<file path="src/rtl/vmd_pkg.sv">
// Shared types for the double-buffered video memory decoder.
package vmd_pkg;

    // Control state captured at a frame boundary.
    typedef struct packed {
        logic dbuf_en;   // double buffering active
        logic disp_sel;  // buffer currently shown by scanout
    } buf_ctl_t;

    // Active-high decode hits for one CPU address.
    typedef struct packed {
        logic ram;   // general RAM region
        logic win;   // off-screen window region inside RAM
        logic rom;   // ROM region
        logic acia;  // serial adapter
        logic via;   // parallel I/O adapter
        logic dp;    // dual-port RAM
        logic chr;   // character RAM blind write
    } dec_hit_t;

endpackage

</file>
<file path="src/rtl/vmd_ctl_latch.sv">
// Frame-synchronous capture of the double-buffer control pins.
// Assumes frame_stb is a single-cycle pulse in the clk domain and the
// pins are already synchronous. Reset leaves buffering off, buffer 0.
module vmd_ctl_latch
    import vmd_pkg::*;
(
    input  logic     clk,
    input  logic     rst_n,
    input  logic     frame_stb,
    input  logic     dbuf_en_pin,
    input  logic     disp_sel_pin,
    output buf_ctl_t ctl
);

    // Load both pins together on the frame strobe only.
    always_ff @(posedge clk) begin
        if (!rst_n) begin
            ctl <= '0;
        end else if (frame_stb) begin
            ctl.dbuf_en  <= dbuf_en_pin;
            ctl.disp_sel <= disp_sel_pin;
        end
    end

    // no strobe, no change
    p_hold_r6: assert property (@(posedge clk) disable iff (!rst_n)
        !frame_stb |=> $stable(ctl));

    // strobe loads the pins seen at that edge
    p_load_r6: assert property (@(posedge clk) disable iff (!rst_n)
        frame_stb |=> (ctl.dbuf_en == $past(dbuf_en_pin)) &&
                      (ctl.disp_sel == $past(disp_sel_pin)));

    // reset clears the captured state
    p_reset_r9: assert property (@(posedge clk)
        !rst_n |=> (ctl == '0));

endmodule

</file>
<file path="src/rtl/vmd_cpu_decode.sv">
// CPU region decode from the top address nibble.
// Assumes a map split in sixteenths: RAM in the lowest quarter (window in
// its upper half), I/O in the second quarter, ROM in the upper half.
// Optional variants are picked by parameters through generate.
module vmd_cpu_decode
    import vmd_pkg::*;
#(
    parameter bit CHAR_WIN_EN = 1'b1,
    parameter bit DPRAM_EN    = 1'b1
) (
    input  logic [3:0] nib,
    input  logic       cpu_rw,
    output dec_hit_t   hit
);

    logic io_hit;
    logic dp_hit;
    logic chr_hit;

    // I/O occupies the quarter directly below ROM.
    assign io_hit = (nib[3:2] == 2'b01);

    // Dual-port RAM claims the top sixteenth of I/O when fitted.
    if (DPRAM_EN) begin : g_dp
        assign dp_hit = io_hit & nib[1] & nib[0];
    end else begin : g_no_dp
        assign dp_hit = 1'b0;
    end

    // Writes into ROM space become character RAM writes when fitted.
    if (CHAR_WIN_EN) begin : g_chr
        assign chr_hit = nib[3] & ~cpu_rw;
    end else begin : g_no_chr
        assign chr_hit = 1'b0;
    end

    // Assemble the region hits.
    always_comb begin
        hit.ram  = (nib[3:2] == 2'b00);
        hit.win  = (nib[3:1] == 3'b001);
        hit.rom  = nib[3];
        hit.acia = io_hit & ~nib[1];
        hit.dp   = dp_hit;
        hit.via  = io_hit & nib[1] & ~dp_hit;
        hit.chr  = chr_hit;
    end

endmodule

</file>
<file path="src/rtl/vmd_sram_map.sv">
// Physical SRAM address generation for the CPU and scanout sides.
// Assumes buffers at the two upper quarters of the SRAM; the CPU window
// reaches the hidden buffer, scanout the shown one.
module vmd_sram_map
    import vmd_pkg::*;
#(
    parameter int SRAM_AW = 15,
    localparam int BUF_AW = SRAM_AW - 2
) (
    input  logic               clk,
    input  logic               rst_n,
    input  logic [SRAM_AW-1:0] cpu_low,
    input  logic               win,
    input  logic [BUF_AW-1:0]  vid_addr,
    input  buf_ctl_t           ctl,
    output logic [SRAM_AW-1:0] cpu_phys,
    output logic [SRAM_AW-1:0] vid_phys
);

    // CPU side: redirect the window to the hidden buffer when enabled.
    always_comb begin
        if (win && ctl.dbuf_en) begin
            cpu_phys = {1'b1, ~ctl.disp_sel, cpu_low[BUF_AW-1:0]};
        end else begin
            cpu_phys = cpu_low;
        end
    end

    // Video side: shown buffer, buffer 0 when double buffering is off.
    always_comb begin
        vid_phys = {1'b1, ctl.dbuf_en & ctl.disp_sel, vid_addr};
    end

    // CPU window and scanout never share a bank when enabled
    p_bank_split_r4: assert property (@(posedge clk) disable iff (!rst_n)
        (win && ctl.dbuf_en) |-> (cpu_phys[BUF_AW] != vid_phys[BUF_AW]));

    // scanout never leaves the upper half of the SRAM
    p_vid_upper_r5: assert property (@(posedge clk) disable iff (!rst_n)
        vid_phys[SRAM_AW-1]);

endmodule

</file>
<file path="src/rtl/vmd_top.sv">
// Double-buffered video memory decoder, top level.
// Decodes CPU selects and strobes, maps both SRAM sides and captures the
// buffer control at frame boundaries. Strobes are active-low; the SRAM
// write strobe is gated by phi2 high.
module vmd_top
    import vmd_pkg::*;
#(
    parameter int CPU_AW      = 16,
    parameter bit CHAR_WIN_EN = 1'b1,
    parameter bit DPRAM_EN    = 1'b1
) (
    input  logic              clk,
    input  logic              rst_n,
    input  logic [CPU_AW-1:0] cpu_addr,
    input  logic              cpu_rw,
    input  logic              phi2,
    input  logic [CPU_AW-4:0] vid_addr,
    input  logic              frame_stb,
    input  logic              dbuf_en_pin,
    input  logic              disp_sel_pin,
    output logic              ram_cs_n,
    output logic              sram_oe_n,
    output logic              sram_we_n,
    output logic [CPU_AW-2:0] sram_cpu_addr,
    output logic [CPU_AW-2:0] sram_vid_addr,
    output logic              rom_cs_n,
    output logic              rom_oe_n,
    output logic              acia_cs_n,
    output logic              via_cs_n,
    output logic              dp_cs_n,
    output logic              char_we_n
);

    localparam int SRAM_AW = CPU_AW - 1;

    buf_ctl_t ctl;
    dec_hit_t hit;

    vmd_ctl_latch u_ctl (
        .clk         (clk),
        .rst_n       (rst_n),
        .frame_stb   (frame_stb),
        .dbuf_en_pin (dbuf_en_pin),
        .disp_sel_pin(disp_sel_pin),
        .ctl         (ctl)
    );

    vmd_cpu_decode #(
        .CHAR_WIN_EN(CHAR_WIN_EN),
        .DPRAM_EN   (DPRAM_EN)
    ) u_dec (
        .nib   (cpu_addr[CPU_AW-1 -: 4]),
        .cpu_rw(cpu_rw),
        .hit   (hit)
    );

    vmd_sram_map #(
        .SRAM_AW(SRAM_AW)
    ) u_map (
        .clk     (clk),
        .rst_n   (rst_n),
        .cpu_low (cpu_addr[SRAM_AW-1:0]),
        .win     (hit.win),
        .vid_addr(vid_addr),
        .ctl     (ctl),
        .cpu_phys(sram_cpu_addr),
        .vid_phys(sram_vid_addr)
    );

    // Turn decode hits into qualified active-low strobes.
    always_comb begin
        ram_cs_n  = ~hit.ram;
        sram_oe_n = ~(hit.ram & cpu_rw);
        sram_we_n = ~(hit.ram & ~cpu_rw & phi2);
        rom_cs_n  = ~hit.rom;
        rom_oe_n  = ~(hit.rom & cpu_rw);
        acia_cs_n = ~hit.acia;
        via_cs_n  = ~hit.via;
        dp_cs_n   = ~hit.dp;
        char_we_n = ~(hit.chr & phi2);
    end

    // SRAM write only for a RAM write in phi2 high
    p_we_qual_r2: assert property (@(posedge clk) disable iff (!rst_n)
        !sram_we_n |-> (!ram_cs_n && !cpu_rw && phi2));

    // ROM drives the bus only on reads
    p_rom_read_r1: assert property (@(posedge clk) disable iff (!rst_n)
        !rom_oe_n |-> (cpu_rw && !rom_cs_n));

    // exactly one device selected
    p_one_sel_r3: assert property (@(posedge clk) disable iff (!rst_n)
        $countones({~ram_cs_n, ~rom_cs_n, ~acia_cs_n, ~via_cs_n, ~dp_cs_n}) == 1);

    // character strobe only on writes, never with ROM output
    p_char_wr_r7: assert property (@(posedge clk) disable iff (!rst_n)
        !char_we_n |-> (!cpu_rw && rom_oe_n && !rom_cs_n));

    // dual-port select excludes the VIA
    p_dp_via_r8: assert property (@(posedge clk) disable iff (!rst_n)
        !dp_cs_n |-> via_cs_n);

endmodule

</file>
<file path="config.mk">
export PLATFORM = sky130hd
export DESIGN_NAME = vmd_top
export DESIGN_NICKNAME = d
export VERILOG_FILES = /design/src/rtl/vmd_pkg.sv /design/src/rtl/vmd_ctl_latch.sv /design/src/rtl/vmd_cpu_decode.sv /design/src/rtl/vmd_sram_map.sv /design/src/rtl/vmd_top.sv
export SDC_FILE = /design/constraint.sdc
export NUM_CORES = 1
export LEC_CHECK = 0
export BUFFER_PORTS_ARGS = -buffer_cell sky130_fd_sc_hd__clkbuf_2
export CAP_MARGIN = 20
export CORE_MARGIN = 5
export CORE_UTILIZATION = 26
export CTS_BUF_LIST = sky130_fd_sc_hd__clkbuf_4 sky130_fd_sc_hd__clkbuf_8
export CTS_CLUSTER_SIZE = 28
export DETAILED_ROUTE_END_ITERATION = 6
export GPL_TIMING_DRIVEN = 1
export PLACE_DENSITY = 0.82
export SYNTH_ARGS = -nofsm -noshare
export SYNTH_HDL_FRONTEND = slang
export SYNTH_SLANG_ARGS = --single-unit
</file>
<file path="constraint.sdc">
create_clock -name clk -period 1.95 [get_ports clk]
set_clock_uncertainty 0.05 [all_clocks]
set_input_delay 0.39 -clock clk [delete_from_list [all_inputs] [get_ports clk]]
set_output_delay 0.39 -clock clk [all_outputs]
set_load 0.02 [all_outputs]
</file>
==> results summary <==
The number of nets at the end of the flow came out at between 80 and 90. The first global-routing pass estimated 862 um of wire. The endpoint identified for the worst register-to-register timing path is u_ctl.ctl[1]. The number of clock buffers inserted by TritonCTS came out at 3.

The net load switching power came out at 0.0584 mW. The total number of vias came out at roughly 280. The share of layout cells above drive strength 1 is 55.1%. TritonCTS built the clock tree. The area inside the core boundary came out at between 0.001 and 0.0015 mm^2. Of all cell types, the one taking the most synthesized area is sky130_fd_sc_hd__buf_4. The synthesized area is 357 um^2.

The number of hold-repair buffers added at the cts stage is 0. STA puts the critical path data arrival time at 1060 ps. The die height came out at 47.0 um. After detailed routing, the number of vias per cell comes to 4.41. Of all nets on the critical path, the largest fanout is 3.

The number of buffers between clock root and the deepest sink came out at 2. The number of antenna violations at the first check in global routing is 0. The final critical-path required period came out at about 1500 ps. After technology mapping, the gate count stands at 50. The die area is 0.00221 mm^2.

The analysis attributes to cell leakage a power of approximately 0.18 nW. The tree is rooted in a sky130_fd_sc_hd__clkbuf_4. The sequential area share after synthesis is 11.2%.

Detailed routing placed a total of 192 um of wire on met3. The first-iteration detailed-routing DRC count is 5. In this run the power density over the cells is ~620 mW/mm^2. For this block, the routed nets add up to a little under 700 um of wire. The number of inserted diodes is 0.

The achievable clock frequency came out at approximately 0.67 GHz. The number of cell instances on the worst register-to-register path came out at 2. The part of the power in the clock network came out at a little under half. Setup repair after global routing left no endpoint under its margin. The critical path is of the reg -> out type. The internal power came out at 0.133 mW. The area fraction of the dominant cell type after synthesis is 56.8%. The die width came out at 47.0 um.

The DRC violations left came out at 0. The startpoint identified for the worst register-to-register timing path is u_ctl.ctl[1]. The total number of H-tree levels came out at 1. The clock insertion delay at the later pin of the skew report came out at 220 ps.

The highest metal layer carrying signal wires in the routed design is met4. The number of distinct library cells after synthesis is 14. The count of boundary I/O pins came out at 75. The reported max-cap violation count came out at 0. The filler cells instantiated in the layout total 151.

The clock-pin slew on the worst setup and hold paths came out at 30 ps. The multi-input logic area came out at 98.8 um^2. The capture point of the worst path is sram_cpu_addr[13]. The sum of routed wire segments on met1 is 185 um. The final hold violation count was 0. The via count of the first global-routing pass came out at ~250.

The post-synthesis net count came out at 86. The overflow left after global routing came out at 0. The detailed-route wire length per cell is 10.6 um.

The setup TNS after final layout is 0 ps. In this run, synthesis produced a sequential element count of 2. The share of total power dissipated in sequential elements is 23.7%.

The final max-slew violation count came to 0. In the post-synthesis netlist, the biggest area contributors are sky130_fd_sc_hd__buf_4 (57%), sky130_fd_sc_hd__dfxtp_1 (11%), sky130_fd_sc_hd__mux2i_1 (5.6%). The run finished with clean final reports. Setup violations remaining at the end of the flow were counted as 0. The routed wire length on met2 came out at 288 um. The count of buffers added on input and output ports is 23.

The design draws 0.191 mW. The number of setup buffers added after CTS is 0. The flip-flop count of the largest register, all copies and words added is 2. The remaining antenna violation count is 0. The startpoint identified for the worst hold timing path is rst_n. The initial utilization of the core area, before any placement, comes to between 20 and 30%.

The worst-case register-to-register setup slack came out at around 1300 ps. The worst-case IR drop observed on VDD is 0.000239 V. The tightest min-delay check is of the in -> reg type. The mean instance size in the synthesized netlist is 7.13 um^2. The switching part of the total power is a little under a third.

The period utilization came out at 77.0%. The clock sink total is 2. The startpoint class of the critical path is a flip-flop. The largest net degree at the start of global routing came out at 6. The HPWL after detailed placement is 593 um. At the end of routability-driven placement, the weighted congestion stood at 0.542.

The required time reported for the critical path endpoint is 1510 ps. The power share of the combinational group came out at 28.9%. In the final layout, the registers with the most flip-flops are u_ctl.ctl (2). The quantity of gates resized following cts came out at 0. The length of the first detailed-routing pass in iterations is 4.

The number of cell rows came out at 13. The sequential cells in the finished layout cover a total of 40.0 um^2. The endpoint kind of the worst setup timing path is an output port. The relative area change from synthesis to final layout is -13.0%. The global routing usage summed across all routing layers is 5.80%. The top register by number of flip-flops is u_ctl.ctl. The warning count from the yosys run is 0. The start point of the critical path is u_ctl.ctl[1].
[worst max-delay path, cell delays in order (launching register included)]
cell	delay [ps]
sky130_fd_sc_hd__dfxtp_1	320
sky130_fd_sc_hd__and2_1	170
sky130_fd_sc_hd__a21oi_1	160
sky130_fd_sc_hd__clkbuf_2	190
[per-layer routing]
layer | GRT usage (%) | up-vias
met5 | 0 | -
met4 | 8.84 | 0
met3 | 3.83 | 6
met2 | 10.0 | 34
met1 | 2.71 | 115
li1 | - | 127
[power by group through the flow]
| stage | Combinational (mW) | Clock, mW | Sequential, mW |
|---|---|---|---|
| final | 0.0553 | 0.0907 | 0.0454 |
| after global routing | 0.0596 | 0.0959 | 0.0460 |
| after CTS | 0.0559 | 0.0978 | 0.0455 |
| after detailed placement | 0.0558 | 0 | 0.0461 |
| after global placement | 0.0547 | 0 | 0.0460 |
| after floorplan | 0.108 | 0 | 0.0452 |
[logic make-up (layout without fill, tap and decap cells)]
logic type | after synthesis | count (layout) | share of synthesized area, %
compound gates | 2 | 2 | 3.86
mux | 2 | 2 | 5.61
flops | 2 | 2 | 11.2
simple gates | 12 | 12 | 17.2
buf+inv | 31 | 30 | 61.1
other cells | 1 | 1 | 1.05
[metrics by stage]
step                      utilization [%]  cell area (um^2)  cells  worst slack [ps]  hold WS, ps
after floorplan                         -               357     50               590          424
after global placement               22.1               288     61               536          464
after detailed placement             22.1               288     61               516          480
after CTS                            23.8               310     64               413          339
after global routing                 23.8               310     64               395          377
final                                23.8               310     64               448          344
[worst min path at each step]
stage	to	depth (start not counted)	slack, ps
2_1_floorplan	u_ctl.ctl[0]	2	420
3_3_place_gp	u_ctl.ctl[0]	2	460
3_5_place_dp	u_ctl.ctl[0]	2	480
4_1_cts	u_ctl.ctl[1]	2	340
5_1_grt	u_ctl.ctl[0]	2	380
6_report	u_ctl.ctl[1]	2	340
[layout by cell type, fill, tap and decap left out]
cell / n
sky130_fd_sc_hd__a21oi_1: 1
sky130_fd_sc_hd__nor2_1: 1
sky130_fd_sc_hd__nand2_1: 4
sky130_fd_sc_hd__nor2b_1: 3
sky130_fd_sc_hd__mux2i_1: 2
sky130_fd_sc_hd__dfxtp_1: 2
sky130_fd_sc_hd__conb_1: 1
sky130_fd_sc_hd__and2_1: 1
sky130_fd_sc_hd__inv_1: 3
sky130_fd_sc_hd__inv_2: 1
sky130_fd_sc_hd__a31o_1: 1
sky130_fd_sc_hd__nand3_1: 1
sky130_fd_sc_hd__clkbuf_2: 23
sky130_fd_sc_hd__nand4_1: 2
sky130_fd_sc_hd__clkbuf_4: 3
[Yosys cell counts]
cell	count
sky130_fd_sc_hd__nand2_1	4
sky130_fd_sc_hd__conb_1	1
sky130_fd_sc_hd__nand4_1	2
sky130_fd_sc_hd__buf_4	27
sky130_fd_sc_hd__nor2b_1	3
sky130_fd_sc_hd__inv_1	3
sky130_fd_sc_hd__nand3_1	1
sky130_fd_sc_hd__nor2_1	1
sky130_fd_sc_hd__inv_2	1
sky130_fd_sc_hd__and2_1	1
sky130_fd_sc_hd__a21oi_1	1
sky130_fd_sc_hd__a31o_1	1
sky130_fd_sc_hd__dfxtp_1	2
sky130_fd_sc_hd__mux2i_1	2
[final cells by class]
class | count | area share (%)
Inverter | 4 | 4.84
Clock buffer | 3 | 7.26
Tap cell | 15 | 6.05
Multi-Input combinational cell | 17 | 31.9
Timing Repair Buffer | 23 | 37.1
Sequential cell | 2 | 12.9
(Power assumes the default switching activity.)
